--- src/rtl/pfd_pkg.sv ---
package pfd_pkg;
  localparam int DATA_W = 16;
  localparam int COEF_W = 18;
  localparam int FACTOR = 25;
  localparam int TAPS   = 3;
  localparam int FRAC_W = 17;
  localparam int NCOEF  = FACTOR * TAPS;

  typedef logic signed [COEF_W-1:0] coef_t;
  typedef coef_t coef_arr_t [NCOEF];

  // triangular placeholder response; real designs override COEFS
  function automatic coef_arr_t default_coefs();
    coef_arr_t c;
    for (int i = 0; i < NCOEF; i++) begin
      c[i] = coef_t'(((i < NCOEF / 2) ? (i + 1) : (NCOEF - i)) * 90);
    end
    return c;
  endfunction
endpackage

--- src/rtl/pfd_commutator.sv ---
module pfd_commutator #(
  parameter int FACTOR = pfd_pkg::FACTOR,
  localparam int IW = $clog2(FACTOR)
) (
  input  logic          clk_i,
  input  logic          rst_ni,
  input  logic          adv_i,
  output logic [IW-1:0] sel_o,
  output logic          last_o
);
  // sel_o = distance of the current sample from the group's last sample
  logic [IW-1:0] idx_q;

  always_ff @(posedge clk_i or negedge rst_ni) begin
    if (!rst_ni) idx_q <= IW'(FACTOR - 1);
    else if (adv_i) idx_q <= (idx_q == '0) ? IW'(FACTOR - 1) : idx_q - 1'b1;
  end

  assign sel_o  = idx_q;
  assign last_o = (idx_q == '0);

  p_idx_range_r2: assert property (@(posedge clk_i) disable iff (!rst_ni)
    idx_q < IW'(FACTOR));
  p_idx_hold_r2: assert property (@(posedge clk_i) disable iff (!rst_ni)
    !adv_i |=> $stable(idx_q));
endmodule

--- src/rtl/pfd_branch_bank.sv ---
module pfd_branch_bank #(
  parameter int DATA_W = pfd_pkg::DATA_W,
  parameter int FACTOR = pfd_pkg::FACTOR,
  parameter int TAPS   = pfd_pkg::TAPS,
  localparam int IW = $clog2(FACTOR)
) (
  input  logic                         clk_i,
  input  logic                         rst_ni,
  input  logic                         wr_i,
  input  logic [IW-1:0]                sel_i,
  input  logic [DATA_W-1:0]            din_i,
  output logic [TAPS-1:0][DATA_W-1:0]  taps_o
);
  logic [TAPS-1:1][DATA_W-1:0] lines [FACTOR];

  for (genvar k = 0; k < FACTOR; k++) begin : g_br
    logic [TAPS-1:1][DATA_W-1:0] line_q;
    always_ff @(posedge clk_i or negedge rst_ni) begin
      if (!rst_ni) begin
        line_q <= '0;
      end else if (wr_i && sel_i == IW'(k)) begin
        line_q[1] <= din_i;
        for (int j = 2; j < TAPS; j++) line_q[j] <= line_q[j-1];
      end
    end
    assign lines[k] = line_q;
  end

  // tap 0 is the arriving sample, older taps come from the selected branch
  always_comb begin
    taps_o = '0;
    taps_o[0] = din_i;
    for (int k = 0; k < FACTOR; k++) begin
      if (sel_i == IW'(k)) taps_o[TAPS-1:1] = lines[k];
    end
  end
endmodule

--- src/rtl/pfd_mac.sv ---
module pfd_mac #(
  parameter int DATA_W = pfd_pkg::DATA_W,
  parameter int COEF_W = pfd_pkg::COEF_W,
  parameter int FACTOR = pfd_pkg::FACTOR,
  parameter int TAPS   = pfd_pkg::TAPS,
  parameter int ACC_W  = DATA_W + COEF_W + $clog2(FACTOR * TAPS),
  parameter pfd_pkg::coef_arr_t COEFS = pfd_pkg::default_coefs(),
  localparam int IW = $clog2(FACTOR),
  localparam int PW = DATA_W + COEF_W
) (
  input  logic [IW-1:0]               sel_i,
  input  logic [TAPS-1:0][DATA_W-1:0] taps_i,
  output logic signed [ACC_W-1:0]     partial_o
);
  logic signed [COEF_W-1:0] coef;
  logic signed [PW-1:0]     prod;

  always_comb begin
    partial_o = '0;
    coef = '0;
    prod = '0;
    for (int j = 0; j < TAPS; j++) begin
      coef = '0;
      for (int k = 0; k < FACTOR; k++) begin
        if (sel_i == IW'(k)) coef = COEFS[k + FACTOR * j];
      end
      prod = PW'(signed'(taps_i[j])) * PW'(coef);
      partial_o = partial_o + {{(ACC_W - PW){prod[PW-1]}}, prod};
    end
  end
endmodule

--- src/rtl/pfd_accum.sv ---
module pfd_accum #(
  parameter int DATA_W = pfd_pkg::DATA_W,
  parameter int ACC_W  = 41,
  parameter int FRAC_W = pfd_pkg::FRAC_W
) (
  input  logic                    clk_i,
  input  logic                    rst_ni,
  input  logic                    add_i,
  input  logic                    last_i,
  input  logic                    bypass_i,
  input  logic signed [ACC_W-1:0] partial_i,
  input  logic [DATA_W-1:0]       raw_i,
  output logic                    valid_o,
  output logic [DATA_W-1:0]       data_o
);
  localparam logic signed [ACC_W-1:0] HALF = ACC_W'(1) << (FRAC_W - 1);
  localparam logic signed [ACC_W-1:0] MAXV = ACC_W'((1 << (DATA_W - 1)) - 1);
  localparam logic signed [ACC_W-1:0] MINV = -(ACC_W'(1) << (DATA_W - 1));

  logic signed [ACC_W-1:0] acc_q, total, rnd;
  logic [DATA_W-1:0] sat;

  assign total = acc_q + partial_i;
  assign rnd   = (total + HALF) >>> FRAC_W;

  always_comb begin
    if (rnd > MAXV)      sat = MAXV[DATA_W-1:0];
    else if (rnd < MINV) sat = MINV[DATA_W-1:0];
    else                 sat = rnd[DATA_W-1:0];
  end

  always_ff @(posedge clk_i or negedge rst_ni) begin
    if (!rst_ni) begin
      acc_q   <= '0;
      valid_o <= 1'b0;
      data_o  <= '0;
    end else begin
      valid_o <= 1'b0;
      if (add_i) begin
        if (last_i) begin
          acc_q   <= '0;
          valid_o <= 1'b1;
          data_o  <= bypass_i ? raw_i : sat;
        end else begin
          acc_q <= total;
        end
      end
    end
  end

  p_valid_pulse_r2: assert property (@(posedge clk_i) disable iff (!rst_ni)
    valid_o |=> !valid_o);
  p_data_hold_r7: assert property (@(posedge clk_i) disable iff (!rst_ni)
    !valid_o |-> data_o == $past(data_o));
endmodule

--- src/rtl/pfd_decim25.sv ---
module pfd_decim25 #(
  parameter int DATA_W = pfd_pkg::DATA_W,
  parameter int COEF_W = pfd_pkg::COEF_W,
  parameter int FACTOR = pfd_pkg::FACTOR,
  parameter int TAPS   = pfd_pkg::TAPS,
  parameter int FRAC_W = pfd_pkg::FRAC_W,
  parameter pfd_pkg::coef_arr_t COEFS = pfd_pkg::default_coefs()
) (
  input  logic              clk_i,
  input  logic              rst_ni,
  input  logic              valid_i,
  input  logic [DATA_W-1:0] data_i,
  input  logic              bypass_i,
  output logic              valid_o,
  output logic [DATA_W-1:0] data_o
);
  localparam int IW    = $clog2(FACTOR);
  localparam int ACC_W = DATA_W + COEF_W + $clog2(FACTOR * TAPS);

  logic [IW-1:0]               sel;
  logic                        last;
  logic [TAPS-1:0][DATA_W-1:0] taps;
  logic signed [ACC_W-1:0]     partial;

  pfd_commutator #(.FACTOR(FACTOR)) u_comm (
    .clk_i, .rst_ni, .adv_i(valid_i), .sel_o(sel), .last_o(last)
  );

  pfd_branch_bank #(.DATA_W(DATA_W), .FACTOR(FACTOR), .TAPS(TAPS)) u_bank (
    .clk_i, .rst_ni, .wr_i(valid_i), .sel_i(sel), .din_i(data_i), .taps_o(taps)
  );

  pfd_mac #(
    .DATA_W(DATA_W), .COEF_W(COEF_W), .FACTOR(FACTOR), .TAPS(TAPS),
    .ACC_W(ACC_W), .COEFS(COEFS)
  ) u_mac (
    .sel_i(sel), .taps_i(taps), .partial_o(partial)
  );

  pfd_accum #(.DATA_W(DATA_W), .ACC_W(ACC_W), .FRAC_W(FRAC_W)) u_acc (
    .clk_i, .rst_ni, .add_i(valid_i), .last_i(last), .bypass_i,
    .partial_i(partial), .raw_i(data_i), .valid_o, .data_o
  );

  p_valid_after_last_r2: assert property (@(posedge clk_i) disable iff (!rst_ni)
    (valid_i && last) |=> valid_o);
  p_no_early_valid_r2: assert property (@(posedge clk_i) disable iff (!rst_ni)
    !(valid_i && last) |=> !valid_o);
  p_bypass_raw_r6: assert property (@(posedge clk_i) disable iff (!rst_ni)
    (valid_i && last && bypass_i) |=> data_o == $past(data_i));
endmodule

--- config.mk ---
export PLATFORM = sky130hd
export DESIGN_NAME = pfd_decim25
export DESIGN_NICKNAME = d
export VERILOG_FILES = /design/src/rtl/pfd_pkg.sv /design/src/rtl/pfd_commutator.sv /design/src/rtl/pfd_branch_bank.sv /design/src/rtl/pfd_mac.sv /design/src/rtl/pfd_accum.sv /design/src/rtl/pfd_decim25.sv
export SDC_FILE = /design/constraint.sdc
export NUM_CORES = 2
export LEC_CHECK = 0
export BUFFER_PORTS_ARGS = -buffer_cell sky130_fd_sc_hd__clkbuf_2
export CORE_ASPECT_RATIO = 1.5
export CORE_MARGIN = 1
export CORE_UTILIZATION = 40
export DETAILED_ROUTE_END_ITERATION = 12
export SLEW_MARGIN = 5
export SYNTH_ARGS = -nofsm -noshare
export SYNTH_HDL_FRONTEND = slang
export SYNTH_SLANG_ARGS = --single-unit
--- constraint.sdc ---
create_clock -name clk_i -period 14.8 [get_ports clk_i]
set_input_delay 2.96 -clock clk_i [delete_from_list [all_inputs] [get_ports clk_i]]
set_output_delay 2.96 -clock clk_i [all_outputs]
set_load 0.02 [all_outputs]
# Yosys cells after proc, flatten, opt, wreduce, memory -nomap -nowiden
# Index checks and enable logic that the tools add are counted.
[word_totals]
ff_bits = 863
inputBits = 20
out_inout_bits = 17
word_cells = 222
[op_classes]
n_addsub = 5
multipliers = 3
order_cmp = 2
eq_ne = 24
mux = 107
reduce_logical = 27
[ops]
columns = ["op", "n"]
rows = [
  ["32-bit two-way mux", 25],
  ["12-bit two-way mux", 53],
  ["11-bit two-way mux", 11],
  ["16-bit by 13-bit multiplier with 29-bit output", 3],
  ["41-bit adder", 2],
  ["10-bit two-way mux", 6],
  ["16-bit two-way mux", 3],
  ["5-bit equality test, second input constant", 9],
  ["41-bit by 18-bit adder with 41-bit output, second input constant", 1],
  ["41-bit two-way mux", 1],
  ["5-bit by 4-bit equality test with 1-bit output, second input constant", 8],
  ["29-bit by 29-bit adder with 30-bit output", 1],
  ["9-bit two-way mux", 3],
  ["1-bit logical AND", 25],
  ["24-bit by 16-bit greater-than comparator with 1-bit output, second input constant", 1],
  ["24-bit by 16-bit less-than comparator with 1-bit output, second input constant", 1],
  ["5-bit by 3-bit equality test with 1-bit output, second input constant", 4],
  ["5-bit by 2-bit equality test with 1-bit output, second input constant", 2],
  ["8-bit two-way mux", 1],
  ["7-bit two-way mux", 1],
  ["5-bit by 1-bit equality test with 1-bit output, second input constant", 1],
  ["5-bit zero test", 1],
  ["5-bit two-way mux", 1],
  ["5-bit by 1-bit subtractor with 5-bit output, second input constant", 1],
  ["other kinds (2)", 3],
]

# Logic depth before layout (Yosys ltp)
[logic_depth]
ltp_word = 35
ltp_mapped = 63
ltp_nobuf = 59

# Modules after synthesis
# Synthesis repeated with hierarchy kept, for this count alone.
[unflattened]
hier_cells = 6190
area_unflattened_um2 = 64700.8
[by_module_without_submodules]
columns = ["mod", "instances", "cells_each", "area_per_inst_um2", "seq_area_each_um2"]
rows = [
  ["pfd_branch_bank", 1, 3029, 37348.3, 20019.2],
  ["pfd_mac", 1, 2455, 21560.7, 0.0],
  ["pfd_accum", 1, 684, 5530.3, 1451.4],
  ["pfd_commutator", 1, 22, 261.5, 127.6],
]

# Least setup slack after synthesis
# No wires, ideal clock.
[synth_timing]
kind = "flip-flop to flip-flop"
from = "register u_comm.idx_q[1] (netlist: u_comm.sel_o[1])"
to = "register u_acc.data_o[5]"
t_arrival_ns = 13.732
required_ns = 14.674
path_slack_ns = 0.942
path_stages_with_launch = 61
n_path_buf = 6
synth_period_minus_slack_ns = 13.858
cell_sequence = "dfrtp_1 inv_1 ha_1 clkbuf_1 nand2b_1 nor2_1 clkbuf_1 clkbuf_1 clkbuf_1 a221oi_1 o21ai_0 a221oi_1 o21ai_0 a221oi_1 o211ai_1 o211ai_1 nand3_1 o21ai_0 [... 25 more ...] xor2_1 fa_1 ha_1 clkbuf_1 o21a_1 nand2_1 nand2_1 a31o_2 a21oi_1 or4b_2 nand4_1 or3_1 nor3_2 xnor2_1 or4_4 o2bb2ai_4 buf_12 a21oi_2"
[synth_via]
elab_chain_cells = 35
[synth_rtl]
columns = ["item", "line", "text"]
rows = [
  ["start, declared", "pfd_commutator.sv:12", "logic [IW-1:0] idx_q;"],
  ["start signal, assigned", "pfd_commutator.sv:15", "if (!rst_ni) idx_q <= IW'(FACTOR - 1);"],
  ["start signal, assigned", "pfd_commutator.sv:16", "else if (adv_i) idx_q <= (idx_q == '0) ? IW'(FACTOR - 1) : idx_q - 1'b1;"],
  ["5-bit zero test", "pfd_commutator.sv:20, pfd_branch_bank.sv:34, pfd_mac.sv:25", ""],
  ["32-bit two-way mux, or another cell as far along (22 in a row)", "pfd_branch_bank.sv:34", "if (sel_i == IW'(k)) taps_o[TAPS-1:1] = lines[k];"],
  ["32-bit two-way mux or 12-bit two-way mux (tied branches) (3 in a row)", "pfd_branch_bank.sv:34, pfd_mac.sv:25", ""],
  ["16-bit by 13-bit multiplier with 29-bit output", "pfd_mac.sv:27", "prod = PW'(signed'(taps_i[j])) * PW'(coef);"],
  ["29-bit by 29-bit adder with 30-bit output", "pfd_mac.sv:28", "partial_o = partial_o + {{(ACC_W - PW){prod[PW-1]}}, prod};"],
  ["41-bit adder", "pfd_mac.sv:28", ""],
  ["41-bit adder", "pfd_accum.sv:23", "assign total = acc_q + partial_i;"],
  ["41-bit by 18-bit adder with 41-bit output", "pfd_accum.sv:24", "assign rnd = (total + HALF) >>> FRAC_W;"],
  ["24-bit by 16-bit less-than comparator with 1-bit output", "pfd_accum.sv:28", "else if (rnd < MINV) sat = MINV[DATA_W-1:0];"],
  ["16-bit two-way mux", "pfd_accum.sv:28", ""],
  ["16-bit two-way mux", "pfd_accum.sv:27", "if (rnd > MAXV) sat = MAXV[DATA_W-1:0];"],
  ["16-bit two-way mux", "pfd_accum.sv:43", "data_o <= bypass_i ? raw_i : sat;"],
  ["end signal, assigned", "pfd_accum.sv:43", ""],
  ["end, declared", "pfd_accum.sv:14", "output logic [DATA_W-1:0] data_o"],
]
# Several ways; a longest one is shown, not always the timed one.
# A chain may end at the register's enable or synchronous reset.

# Final worst setup path
[layout_timing]
from = "register u_comm.idx_q[0] (netlist: u_comm.sel_o[0])"
to = "register u_acc.data_o[1]"
# The elaborated chain is that of the path after synthesis.

==> out/qor.csv <==
metric,value,unit
status,"complete, no violations",
most-common-layout-cells,"dfrtp_1, mux2_2, inv_1",
layout_commonest_cell,dfrtp_1,
crit_path_end,u_acc.data_o[1],
layout-drive-gt1-share,25.9,%
hold_path.class,reg -> reg,
fmax,70.1,MHz
syn_area,0.0634,sq mm
synthSimpleGateAreaFrac,9.46,%
vias,46600,
track_usage,24.3,%
clockRootBuffer,clkbuf_16,
crit_top_cell,fa_1,
hold_start,u_bank.g_br[0].line_q[28],
r2r_start,u_comm.sel_o[0],
synth-seq-area-share,34.0,%
area_growth,13.7,%
cap_violations,0,
setup_viol,0,
yosysWarnings,0,
dr.first_iter.drc_count,3034,
cts_buffers,88,
drc,0,
synth.distinct_cells,110,
clkTransAtPathRegs,0.06,ns
slowest_stage,or4b_2,
synth-async-reset-ratio,100,%
grt.overflow.total,0,
cp_max_fo,15,
grt_pass1_vias,50000,
max_slew_margin,28.8,%
rrSetupSlack,0.54,ns
core_area,0.157,sq mm
synth_area_per_cell,10.5,sq um
finalCritPeriodShare,96.4,%
cts.sinks,862,
max_slew.worst_pin.slew,1.07,ns
insertion_delay,0.75,ns
critPathRequiredTime,15.40,ns
dieArea,0.160,sq mm
hold_viol_final,0,
syn_nets,6868,
final_nets,7121,
crit_start,u_comm.sel_o[0],
cts_htree_levels,3,
rsz0062_at_grt,no,
pin_count,37,
slew_viol_final,0,
yosys.area_share.xor_xnor,1.52,%
die_h,490,microns
synth_edf_count,0,
post-dp-hpwl,150000,microns
finalCriticalPeriod,14.26,ns
crit_type,reg -> reg,
grt_max_degree,186,
fin_setup_tns,0,ns
core.rowCount,178,
wl,192000,microns
routed_via_density,5.54,
ant_nets,0,
cts_buffer_depth,3,
cpPeakStageDelay,0.61,ns
drt-pass1-iter-count,6,
ys_seq_elements,862,
r2r_end,u_acc.data_o[1],
synth_top_family_by_area,adder cells,
wl_per_cell,22.8,microns
holdWs,0.480,ns
finClkSkew,0.0583,ns
ys.flop_type,dfrtp_1,
rr_worst_depth,56,
gp_congestion,0.958,
antenna_found_initial,16,
io_buffers,36,
synthAdderAreaFrac,23.1,%
design_area,0.0721,sq mm
cts_tree,done,
whs_path_depth,2,
start_util,40.4,%
critical_path_arrival,14.86,ns
syn-instance-count,6024,
grt_pass1_wl,298000,microns
holdBufCountCts,0,
synth_compound_area_share,11.6,%
crit_path_end_kind,flip-flop,
dpl_cell_area,0.0687,sq mm
critPathLaunchType,flip-flop,
synth_mux_area_share,13.7,%
die_w,327,microns
flip-flops by register name, summed over array words and instances (netlist names):
signal	count
u_acc.valid_o	1
u_acc.acc_q	40
u_bank.g_br.line_q	800
u_acc.data_o	16
u_comm.sel_o	5
cells by family after synthesis:
family                     after synthesis
muxes                                  772
adders and majority gates              824
and+or+nand+nor                       1279
xor gates and xnor gates               107
DFF                                    862
AOI/OAI and AO/OA                     1080
buffers and inverters                 1100
per-stage QoR:
stage | utilization (%) | setup slack [ns] | cells
after floorplan | - | 0.942 | 6024
after detailed placement | 43.7 | -0.346 | 8252
after global placement | 43.7 | -0.332 | 8252
final | 45.9 | 0.536 | 8423
after CTS | 45.7 | 0.0122 | 8412
after global routing | 45.9 | 0.00402 | 8418
routing by layer:
layer | vias up | GRT usage (%) | wire length [microns]
met5 | - | 0 | 66
met4 | 10 | 14.1 | 12000
met3 | 482 | 3.00 | 7860
met2 | 1218 | 44.1 | 99300
met1 | 24000 | 27.4 | 73000
li1 | 20900 | - | -
what timing repair did:
item,in CTS,in global routing
endpoints found under the setup margin,16,19
buffers inserted,0,5
pin swaps,0,14
resized for setup,8,89
cells in the mapped netlist (40+ instances only):
cell type,n,share of area (%)
o221ai_1,100,1.4
o22ai_1,128,1.3
a21o_1,48,0.57
inv_1,727,4.3
nand3_1,54,0.43
a21oi_1,245,1.9
ha_1,251,5.0
nor3_1,40,0.32
fa_1,573,18
a221oi_1,68,0.94
mux2_2,769,14
nand2_1,542,3.2
buf_1,111,0.66
nand2b_1,57,0.56
dfrtp_1,860,34
xnor2_1,68,0.94
o21ai_0,182,1.4
clkbuf_1,246,1.5
nor2_1,281,1.7
and2_1,100,0.99
nor2b_1,59,0.58
a211oi_1,48,0.57
worst max-delay path, delay by kind of cell, from the launching register on:
kind            cells  cell delay [ns]
flops               1             0.38
buf+inv            12             1.68
xor+xnor            2             0.31
fa+ha+maj          11             4.84
compound gates     20             4.47
simple gates       11             2.46
worst min-delay path by stage:
stage                                endpoint  slack, ns
finish              u_bank.g_br[0].line_q[28]       0.48
global route        u_bank.g_br[0].line_q[28]       0.50
CTS                 u_bank.g_br[0].line_q[22]       0.48
detailed placement  u_bank.g_br[0].line_q[22]       0.46
global placement    u_bank.g_br[0].line_q[22]       0.46
floorplan           u_bank.g_br[0].line_q[31]       0.45
cell type report:
type	count	area, sq um
repair buffers	534	4120
clock buffers	122	2540
diodes	6	15.0
multi-input cells	4062	38100
inverters	729	2740
well taps	2070	2590
clock inverters	38	448
flip-flops and latches	862	21600
fillers	14700	84900
Power is left out: the tool's default activity adds up to more than one toggle a clock period on the data nets, which glitch-free logic cannot reach.
